`config.mk`:
```
export PLATFORM = sky130hd
export DESIGN_NAME = dec_route_latch
export DESIGN_NICKNAME = d
export VERILOG_FILES = /design/src/rtl/dec_route_pkg.sv /design/src/rtl/dec_src_mux.sv /design/src/rtl/dec_latch_ctl.sv /design/src/rtl/dec_out_buf.sv /design/src/rtl/dec_route_latch.sv
export SDC_FILE = /design/constraint.sdc
export NUM_CORES = 1
export LEC_CHECK = 0
export CORE_MARGIN = 10
export CORE_UTILIZATION = 56
export CTS_CLUSTER_SIZE = 12
export DETAILED_ROUTE_END_ITERATION = 8
export DONT_BUFFER_PORTS = 1
export PLACE_DENSITY = 0.85
export SLEW_MARGIN = 25
export SYNTH_ARGS = -nofsm -noshare
export SYNTH_HDL_FRONTEND = slang
export SYNTH_HIERARCHICAL = 1
export SYNTH_SLANG_ARGS = --single-unit
```
`constraint.sdc`:
```
create_clock -name clk -period 2.65 [get_ports clk]
set_clock_uncertainty 0.15 [all_clocks]
set_input_delay 0.53 -clock clk [delete_from_list [all_inputs] [get_ports clk]]
set_output_delay 0.53 -clock clk [all_outputs]
set_load 0.05 [all_outputs]
```
`src/rtl/dec_route_pkg.sv`:
```
package dec_route_pkg;
  typedef struct packed {
    logic data;
    logic clk1x;
    logic clk2x;
  } route_t;
endpackage

```
`src/rtl/dec_src_mux.sv`:
```
module dec_src_mux #(
  parameter int N_COL = 4,
  parameter int N_AUX = 4,
  localparam int N_SRC = N_COL + N_AUX,
  localparam int SEL_W = $clog2(N_SRC),
  localparam int COL_W = $clog2(N_COL)
) (
  input  logic [N_COL-1:0] cmp_col,
  input  logic [N_AUX-1:0] aux_src,
  input  logic [N_COL-1:0] col_clk1x,
  input  logic [N_COL-1:0] col_clk2x,
  input  logic [SEL_W-1:0] src_sel,
  output dec_route_pkg::route_t route
);
  logic [N_SRC-1:0] all_src;
  logic [COL_W-1:0] col_idx;

  generate
    for (genvar g = 0; g < N_SRC; g++) begin : g_src
      if (g < N_COL) begin : g_col
        assign all_src[g] = cmp_col[g];
      end else begin : g_aux
        assign all_src[g] = aux_src[g-N_COL];
      end
    end
  endgenerate

  assign col_idx = src_sel[COL_W-1:0];

  always_comb begin
    route.data  = all_src[src_sel];
    route.clk1x = col_clk1x[col_idx];
    route.clk2x = col_clk2x[col_idx];
  end
endmodule

```
`src/rtl/dec_latch_ctl.sv`:
```
module dec_latch_ctl #(
  parameter int N_TC   = 4,
  parameter int RATE_W = 8,
  localparam int TC_W  = $clog2(N_TC)
) (
  input  logic              clk,
  input  logic              rst_n,
  input  logic [TC_W-1:0]   tc_code,
  input  logic [N_TC-1:0]   timer_tc,
  input  logic [RATE_W-1:0] rate,
  input  logic              clk1x,
  output logic              latch_en
);
  logic              clk1x_q;
  logic              edge_1x;
  logic [RATE_W-1:0] edge_cnt;
  logic              internal_mode;
  logic              cnt_wrap;

  assign internal_mode = (rate != '0);
  assign edge_1x       = clk1x & ~clk1x_q;
  assign cnt_wrap      = edge_1x && (edge_cnt >= rate - RATE_W'(1));

  always_ff @(posedge clk) begin
    if (!rst_n) begin
      clk1x_q  <= 1'b1;
      edge_cnt <= '0;
    end else begin
      clk1x_q <= clk1x;
      if (!internal_mode)
        edge_cnt <= '0;
      else if (cnt_wrap)
        edge_cnt <= '0;
      else if (edge_1x)
        edge_cnt <= edge_cnt + RATE_W'(1);
    end
  end

  always_comb begin
    if (internal_mode)
      latch_en = cnt_wrap;
    else
      latch_en = timer_tc[tc_code];
  end
endmodule

```
`src/rtl/dec_out_buf.sv`:
```
module dec_out_buf #(
  parameter int ACC_W = 16
) (
  input  logic             clk,
  input  logic             rst_n,
  input  logic             latch_en,
  input  logic [ACC_W-1:0] acc_data,
  input  logic             out_ready,
  output logic [ACC_W-1:0] out_data,
  output logic             out_valid,
  output logic             irq
);
  always_ff @(posedge clk) begin
    if (!rst_n) begin
      out_data  <= '0;
      out_valid <= 1'b0;
      irq       <= 1'b0;
    end else begin
      irq <= latch_en;
      if (latch_en) begin
        out_data  <= acc_data;
        out_valid <= 1'b1;
      end else if (out_valid && out_ready) begin
        out_valid <= 1'b0;
      end
    end
  end
endmodule

```
`src/rtl/dec_route_latch.sv`:
```
module dec_route_latch #(
  parameter int N_COL  = 4,
  parameter int N_AUX  = 4,
  parameter int RATE_W = 8,
  parameter int ACC_W  = 16,
  localparam int N_TC  = 4,
  localparam int SEL_W = $clog2(N_COL + N_AUX)
) (
  input  logic              clk,
  input  logic              rst_n,
  input  logic [N_COL-1:0]  cmp_col,
  input  logic [N_AUX-1:0]  aux_src,
  input  logic [N_COL-1:0]  col_clk1x,
  input  logic [N_COL-1:0]  col_clk2x,
  input  logic [SEL_W-1:0]  src_sel,
  input  logic              latch_sel_lo,
  input  logic              latch_sel_hi,
  input  logic [N_TC-1:0]   timer_tc,
  input  logic [RATE_W-1:0] rate,
  input  logic [ACC_W-1:0]  acc_data,
  input  logic              out_ready,
  output logic              dec_data,
  output logic              dec_clk1x,
  output logic              dec_clk2x,
  output logic [ACC_W-1:0]  out_data,
  output logic              out_valid,
  output logic              irq
);
  dec_route_pkg::route_t route;
  logic                  latch_en;

  dec_src_mux #(.N_COL(N_COL), .N_AUX(N_AUX)) u_mux (
    .cmp_col(cmp_col), .aux_src(aux_src), .col_clk1x(col_clk1x),
    .col_clk2x(col_clk2x), .src_sel(src_sel), .route(route)
  );

  assign dec_data  = route.data;
  assign dec_clk1x = route.clk1x;
  assign dec_clk2x = route.clk2x;

  dec_latch_ctl #(.N_TC(N_TC), .RATE_W(RATE_W)) u_ctl (
    .clk(clk), .rst_n(rst_n), .tc_code({latch_sel_hi, latch_sel_lo}),
    .timer_tc(timer_tc), .rate(rate), .clk1x(route.clk1x), .latch_en(latch_en)
  );

  dec_out_buf #(.ACC_W(ACC_W)) u_buf (
    .clk(clk), .rst_n(rst_n), .latch_en(latch_en), .acc_data(acc_data),
    .out_ready(out_ready), .out_data(out_data), .out_valid(out_valid), .irq(irq)
  );
endmodule

```
======== Word-level counts from Yosys, hierarchy flattened ========
Index checks and enable logic that the tools add are counted.
W data, S select, Z words.
storage, ports and cells
  logic and storage cells ................. 31
  flip-flop bits (word level) ............. 27
  output and inout port bits .............. 21
  input bits .............................. 52
cells by class
  muxes and demuxes ....................... 11
  $add $sub $neg .......................... 2
  order comparisons ....................... 4
  reduce and logical (&&, ||, !) cells .... 5
  bitwise operators ....................... 4
operators with widths
  operator               number
  $add A8 B1 Y8 const B  1
  $ge A8 B8 Y1           1
  $reduce_bool A8 Y1     1
  $sub A8 B1 Y8 const B  1
  $mux W1                7
  $bmux W1 S2            3
  $lt A2 B3 Y1 const B   2
  $lt A3 B4 Y1 const B   1
  $bmux W1 S3            1
  $not A1 Y1             3
  $reduce_or A3 Y1       1
  $logic_and A1 B1 Y1    2
  $reduce_bool A2 Y1     1
  $and A1 B1 Y1          1

======== Longest topological paths before layout ========
Gate-level depths: netlist of the first run.
  word-level depth ........................ 6
  depth in mapped cells ................... 13
  gate-level depth less buffers ........... 11

======== Hierarchy ========
Netlist of the first run, hierarchy kept.
modules (own cells, without submodules)
  module         area each (µm²)  seq. area each (µm²)  instances  cells an instance
  dec_latch_ctl  739.5            180.2                 1          78
  dec_out_buf    676.9            360.3                 1          56
  dec_src_mux    116.4            0.0                   1          5

======== Worst setup path after synthesis of the first run ========
Ideal clock, no wire load.
  path kind ............................... input-to-reg
  start ................................... input rate[2]
  end ..................................... register u_buf.out_data[10]
  arrival ................................. 2620 ps
  stages on the path ...................... 13
  library setup time ...................... 117 ps
  required time ........................... 2383 ps
  buffers on the path ..................... 2
  path slack .............................. -237 ps
  cells stage by stage .................... nor3_1 > nand3_1 > nor3_1 > xnor2_1 > ha_1 > and2_1 > o21ai_0 > o21ai_2 > o22a_1 > buf_6 > buf_12 > mux2i_1 > nor2b_1
on the way
  cells in the longest elaborated chain, start to end .. 4
  elaborated cells between the ends (all ways) .. 5
  classes of those cells .................. add/sub: 1; order compare: 1; mux: 1; reduce/logical: 2
ends and longest elaborated chain
  item                    RTL line               source
  start: declaration      dec_route_latch.sv:19  input logic [RATE_W-1:0] rate,
  $sub A8 B1 Y8           dec_latch_ctl.sv:22    assign cnt_wrap = edge_1x && (edge_cnt >= rate - RATE_W'(1));
  $ge A8 B8 Y1            dec_latch_ctl.sv:22
  $logic_and A1 B1 Y1     dec_latch_ctl.sv:22
  $mux W1 *               dec_latch_ctl.sv:40    if (internal_mode)
  named net latch_en      dec_route_latch.sv:30  logic latch_en;
  end signal: assignment  dec_out_buf.sv:21      out_data <= acc_data;
  end: declaration        dec_out_buf.sv:9       output logic [ACC_W-1:0] out_data,
The timed path passes the listed nets; every way through them passes the cells marked *.
A chain may end at the register's enable or synchronous reset.

======== Final worst setup path of the first run ========
  start ................................... input src_sel[0]
  end ..................................... register u_buf.out_data[8]
on the way
  cells in the longest elaborated chain, start to end .. 5
ends and longest elaborated chain
  item                           RTL line               source
  start: declaration             dec_route_latch.sv:15  input logic [SEL_W-1:0] src_sel,
  $bmux W1 S2                    dec_src_mux.sv:32      route.clk1x = col_clk1x[col_idx];
  $mux W1 (not written as such)  dec_src_mux.sv:32
  $and A1 B1 Y1                  dec_latch_ctl.sv:21    assign edge_1x = clk1x & ~clk1x_q;
  $logic_and A1 B1 Y1            dec_latch_ctl.sv:22
  $mux W1                        dec_latch_ctl.sv:40
  named net latch_en             dec_route_latch.sv:30
The timed path passes the listed nets, and every way through them passes these cells. The select of a mux whose other input is x is not followed.

==> results of run 1 <==
[final timing paths]
kind	cells past startpoint	slack, ns	startpoint	endpoint
worst max register to register	9	0.31	u_ctl/edge_cnt[0]	u_buf/out_data[8]
worst max-delay path	8	0.22	src_sel[0]	u_buf/out_data[8]
worst min register to register	2	0.45	u_ctl/edge_cnt[7]	u_ctl/edge_cnt[7]
worst min-delay path	1	0.13	rst_n	u_ctl/clk1x_q
[sequential cells by signal, indices dropped and copies added, names as in the netlist]
signal / count
u_ctl/edge_cnt: 8
u_ctl/clk1x_q: 1
u_buf/out_data: 16
u_buf/out_valid: 1
u_buf/irq: 1
[metal layers]
metal	GRT usage	up-vias	wire length [um]
met5	0	-	0
met1	0.1143	475	1179
met4	0.04301	0	14
li1	-	522	-
met2	0.2128	58	1651
met3	0.09116	2	598
[layout make-up]
class                   instances  area, um2
flip-flops and latches         27      540.5
inverters                       3      11.26
fillers                       205      882.1
well taps                      30      37.54
clock inverters                 1      7.507
repair buffers                  6      57.56
multi-input cells             105      985.9
clock buffers                   3      22.52
[power by group through the flow]
stage	Clock, mW	Combinational, mW	Sequential [mW]
5_1_grt	0.194	0.110	0.418
3_3_place_gp	0	0.0992	0.426
3_5_place_dp	0	0.102	0.426
6_report	0.174	0.101	0.418
4_1_cts	0.177	0.102	0.418
2_1_floorplan	0	0.0868	0.425
[cells in the mapped netlist, types with 2 or more instances]
library cell  instances
dfxtp_1              27
nor2b_1              18
mux2i_1              17
nor3_1               11
ha_1                 10
xor2_1                9
nand4_1               5
mux4_1                4
xnor2_1               4
inv_1                 3
nand2_1               3
nand3_1               2
nor2_1                2
[metrics by stage]
step | cell area [um2] | power [mW]
2_1_floorplan | 1580 | 0.5113
3_3_place_gp | 1633 | 0.5251
3_5_place_dp | 1633 | 0.5283
4_1_cts | 1663 | 0.6966
5_1_grt | 1663 | 0.7219
6_report | 1663 | 0.6921
[cells by family after synthesis]
group	share of synthesized area
AO/OA/AOI/OAI	0.06776
XOR/XNOR	0.07429
adder cells (fa/ha/maj)	0.08163
buffers and inverters	0.03346
flip-flops	0.3527
multiplexers	0.2016
AND/OR/NAND/NOR	0.1886
[worst max-delay path, cell delays in order]
cell and delay [ns]:
mux4_2 0.32, nor2b_1 0.52, o21ai_2 0.17, o31ai_1 0.26, o22a_1 0.22, buf_12 0.18
mux2i_1 0.22, nor2b_1 0.06
==> reports/qor.yml, run 1 <==
status:
  outcome: "completed"
timing:
  layout_setup_ws_ns: 0.2246
  finalCritPeriodShare: 0.9152
  setup_viol: 0
  rsz0062_at_grt: "no"
  fmaxAchievable_mhz: 412.3
  tns_ns: 0
  hold_viol: 0
  slew_headroom: 0.5825
  post-route-min-period_ns: 2.425
  maxSlewViolCount: 0
  tightest_slew_ns: 0.6250
  hold_ws_ns: 0.1260
power_and_ir_drop:
  peakVddDrop_mv: 0.3523
  total_leakage_power_nw: 0.5857
  p_int_uw: 517.1
  comb_power_share: 0.146
  powerDensity_nw_per_um2: 416.2
  p_sw_frac: 0.2530
  power.switching_uw: 175.1
  pwr-share-clk: 0.251
  pwr-share-seq: 0.603
critical_path:
  crit_type: "in2reg"
  startpoint_type: "input port"
  critPathArrivalTime_ns: 2.49
  cp-end-kind: "flip-flop"
  cp_max_fo: 18
  cp.required_ns: 2.72
clock_network:
  htree_num_levels: 1
  clk_pin_slew_ns: 0.15
  cts_resized: 0
  ctsHoldBuffers: 0
  clock-root-buffer: "clkbuf_4"
  cts_buffer_depth: 2
  clock-sinks: 27
  numCtsBuffers: 3
  clk-insertion-delay-late_ns: 0.32
  post_cts_buffers: 0
  cts_tree: "built"
synth:
  ys_seq_area_frac: 0.3527
  synth_ff_type: "dfxtp_1"
  syn-num-nets: 201
  yosysTopAreaCellShare: 0.3527
  netlist_instances: 139
  synth-edff-count: 0
  synth_area_leaders: "dfxtp_1 (35%), mux2i_1 (11%), ha_1 (8.2%), nor2b_1 (7.3%), mux4_1 (6.9%)"
  synth_async_sr_flop_share: 0
  yosysWarnings: 6
  synth_area_per_cell_um2: 11.03
  netlist.top_cell.by_area: "dfxtp_1"
  synth.distinct_cells: 37
  synth_area_um2: 1533
  ys_ff_latch: 27
layout:
  drive_above_1_share: 0.1793
  layout.nets: 208
  final_cells: 175
  final_util: 0.6534
  mostFrequentLayoutCell: "dfxtp_1"
  area_growth_pct: 8.489
  diodes: 0
  final_cell_mix: "dfxtp_1 (27), nor2b_1 (18), mux2i_1 (17)"
floorplanning:
  die_area_um2: 5229
  core_area_um2: 2545
  dieHeight_um: 72.32
  die_w_um: 72.32
  ios: 73
  row_count: 18
  initial_utilization: 0.6023
detailed_routing:
  drtIter0Drc: 44
  ant_nets: 0
  firstDrtPassIters: 4
  wl_per_cell_um: 19.68
  vias: 1057
  viasPerCell: 6.040
  wl_um: 3444
  route.detailed.drc: 0
global_route:
  grt_pass1_wl_um: 5388
  grt.total_usage: 0.1255
  gr-total-overflow: 0
  grt_start_max_net_pins: 21
  grt_pass1_vias: 1157
  antenna_found_initial: 0
place:
  port_buffers: 0
  hpwl_um: 2981
  gp_congestion: 0.7241
  dp_cells: 171
  dp_slack_ns: -0.1169
min_path:
  hold_class: "in2reg"
run:
  max_cap_viol_count: 0
(Power assumes the default switching activity.)
==> inputs of run 2 (changes only) <==
- PLACE_DENSITY: 0.85 -> 0.83
==> run 2 against run 1 <==
- first-iteration DRC count fell by 57%
- fmax up 2.2%
- total power fell by 0.97%
- largest cell class unchanged
==> reports/qor.yml, run 2 (synthesis results as in run 1) <==
detailed_routing:
  firstDrtPassIters: 4  # unchanged
  vias: 1052  # -0.47%
  wl_um: 3383  # -1.8%
  drtIter0Drc: 19  # -57%
  route.detailed.drc: 0  # unchanged
  viasPerCell: 6.011  # -0.47%
  ant_nets: 0  # unchanged
  wl_per_cell_um: 19.33  # -1.8%
layout:
  reg_top3: "u_buf/out_data (16), u_ctl/edge_cnt (8)"
  mostFrequentLayoutCell: "dfxtp_1"
  final_cell_mix: "dfxtp_1 (27), nor2b_1 (18), mux2i_1 (17)"
  largest_reg_flops: 16  # unchanged
  largest_register: "u_buf/out_data"
  layout.nets: 208  # unchanged
  final_cells: 175  # unchanged
  drive_above_1_share: 0.1793  # unchanged
  diodes: 0  # unchanged
  area_growth_pct: 8.326
  final_util: 0.6524  # -0.0009830
power_and_ir_drop:
  peakVddDrop_mv: 0.3899  # +11%
  total_leakage_power_nw: 0.5895  # +0.64%
  power_uw: 685.4  # -0.97%
  powerDensity_nw_per_um2: 412.8  # -0.82%
timing:
  rsz0062_at_grt: "no"
  finalCritPeriodShare: 0.8951  # -0.02011
  hold_ws_ns: 0.1214  # -0.004627 ns
  hold_viol: 0  # unchanged
  post-route-min-period_ns: 2.372  # -0.05330 ns
  slew_headroom: 0.5827  # about the same
  maxSlewViolCount: 0  # unchanged
  setup_viol: 0  # unchanged
  fmaxAchievable_mhz: 421.6  # +2.2%
  tightest_slew_ns: 0.6247  # -0.0002890 ns
clock_network:
  clk-insertion-delay-late_ns: 0.32  # about the same
  htree_num_levels: 1  # unchanged
  ctsHoldBuffers: 0  # unchanged
  post_cts_buffers: 0  # unchanged
  clock-root-buffer: "clkbuf_4"
  clock-sinks: 27  # unchanged
  cts_buffer_depth: 2  # unchanged
  cts_resized: 0  # unchanged
  cts_tree: "built"
  clk_pin_slew_ns: 0.14  # about the same
  numCtsBuffers: 3  # unchanged
global_route:
  antenna_found_initial: 0  # unchanged
  grt_pass1_vias: 1167  # +0.86%
  grt.total_usage: 0.1315  # +0.006073
  grt_start_max_net_pins: 21  # unchanged
  gr-total-overflow: 0  # unchanged
  grt_pass1_wl_um: 5630  # +4.5%
run:
  max_cap_viol_count: 0  # unchanged
floorplanning:
  die_w_um: 72.32  # unchanged
  row_count: 18  # unchanged
  initial_utilization: 0.6023  # unchanged
  dieHeight_um: 72.32  # unchanged
  core_area_um2: 2545  # unchanged
  die_area_um2: 5229  # unchanged
  ios: 73  # unchanged
place:
  port_buffers: 0  # unchanged
  hpwl_um: 2916  # -2.2%
  gp_congestion: 0.8018  # +11%
  dp_cells: 171  # unchanged
critical_path:
  r2r.worst_path.cells: 9  # unchanged
  crit_buf_inv: 1  # unchanged
  startpoint_type: "input port"
  slowest_stage: "nor2b_1"
  crit_type: "in2reg"
  path_depth: 8  # unchanged
  rr_startpoint: "u_ctl/edge_cnt[0]"
  path_delay_family: "compound AO/OA/AOI/OAI gates"
  cp_max_fo: 18  # unchanged
  reg2reg_slack_ns: 0.37  # +0.06 ns
  slowest_delay_ns: 0.52  # about the same
  cp_cell_sequence: "mux4_2 > nor2b_1 > o21ai_2 > o31ai_1 > o22a_1 > buf_12 > mux2i_1 > nor2b_1"
  cp-end-kind: "flip-flop"
  cpMostUsedCell: "nor2b_1"
  timing.rr.end: "u_buf/out_data[11]"
  critPathArrivalTime_ns: 2.44  # -0.05 ns
  cp.required_ns: 2.72  # about the same
min_path:
  min_to: "u_ctl/clk1x_q"
  whs_path_depth: 1  # unchanged
  min-delay-start: "rst_n"
  hold_class: "in2reg"
status:
  outcome: "completed"
-- run 2: metal layers --
metal | global-route usage | wire [um]
met1 | 0.1245 | 1186
met3 | 0.08571 | 633
met2 | 0.2157 | 1497
met4 | 0.06452 | 65
met5 | 0 | 0
-- run 2: worst max-delay path by stage --
stage | end | slack, ns | start
after detailed placement | u_buf/out_data[11] | -0.07 | src_sel[0]
after global placement | u_buf/out_data[5] | 0.02 | rate[2]
final | u_buf/out_data[11] | 0.28 | src_sel[0]
after floorplan | u_buf/out_data[10] | -0.02 | rate[2]
after global routing | u_buf/out_data[7] | 0.11 | rate[2]
after CTS | u_buf/out_data[11] | 0.27 | src_sel[0]
-- run 2: area by class of cell --
type / count / area, um2
flip-flops and latches: 27 / 540.5
clock inverters: 1 / 5.005
clock buffers: 3 / 22.52
well taps: 30 / 37.54
fillers: 202 / 884.6
inverters: 3 / 11.26
multi-input cells: 105 / 985.9
repair buffers: 6 / 57.56
-- run 2: worst register-to-register path, cell delays in order (launching register included) --
cell	delay, ns
dfxtp_1	0.47
inv_1	0.09
ha_1	0.27
or2b_2	0.31
a31oi_4	0.19
o31ai_1	0.09
o22a_1	0.21
buf_12	0.17
mux2i_1	0.17
nor2b_1	0.06
-- run 2: power breakdown --
group	total [mW]	switching (mW)	internal, mW
clock	0.168	0.112	0.0565
combinational	0.100	0.0507	0.0496
sequential	0.417	0.00734	0.410
-- run 2: stage by stage --
step / TNS, ns / setup WS [ns] / area, um2
6_report: 0 / 0.2779 / 1660
5_1_grt: 0 / 0.1071 / 1660
4_1_cts: 0 / 0.2743 / 1660
3_5_place_dp: -0.7361 / -0.07284 / 1633
3_3_place_gp: 0 / 0.01909 / 1633
2_1_floorplan: -0.1399 / -0.01744 / 1580
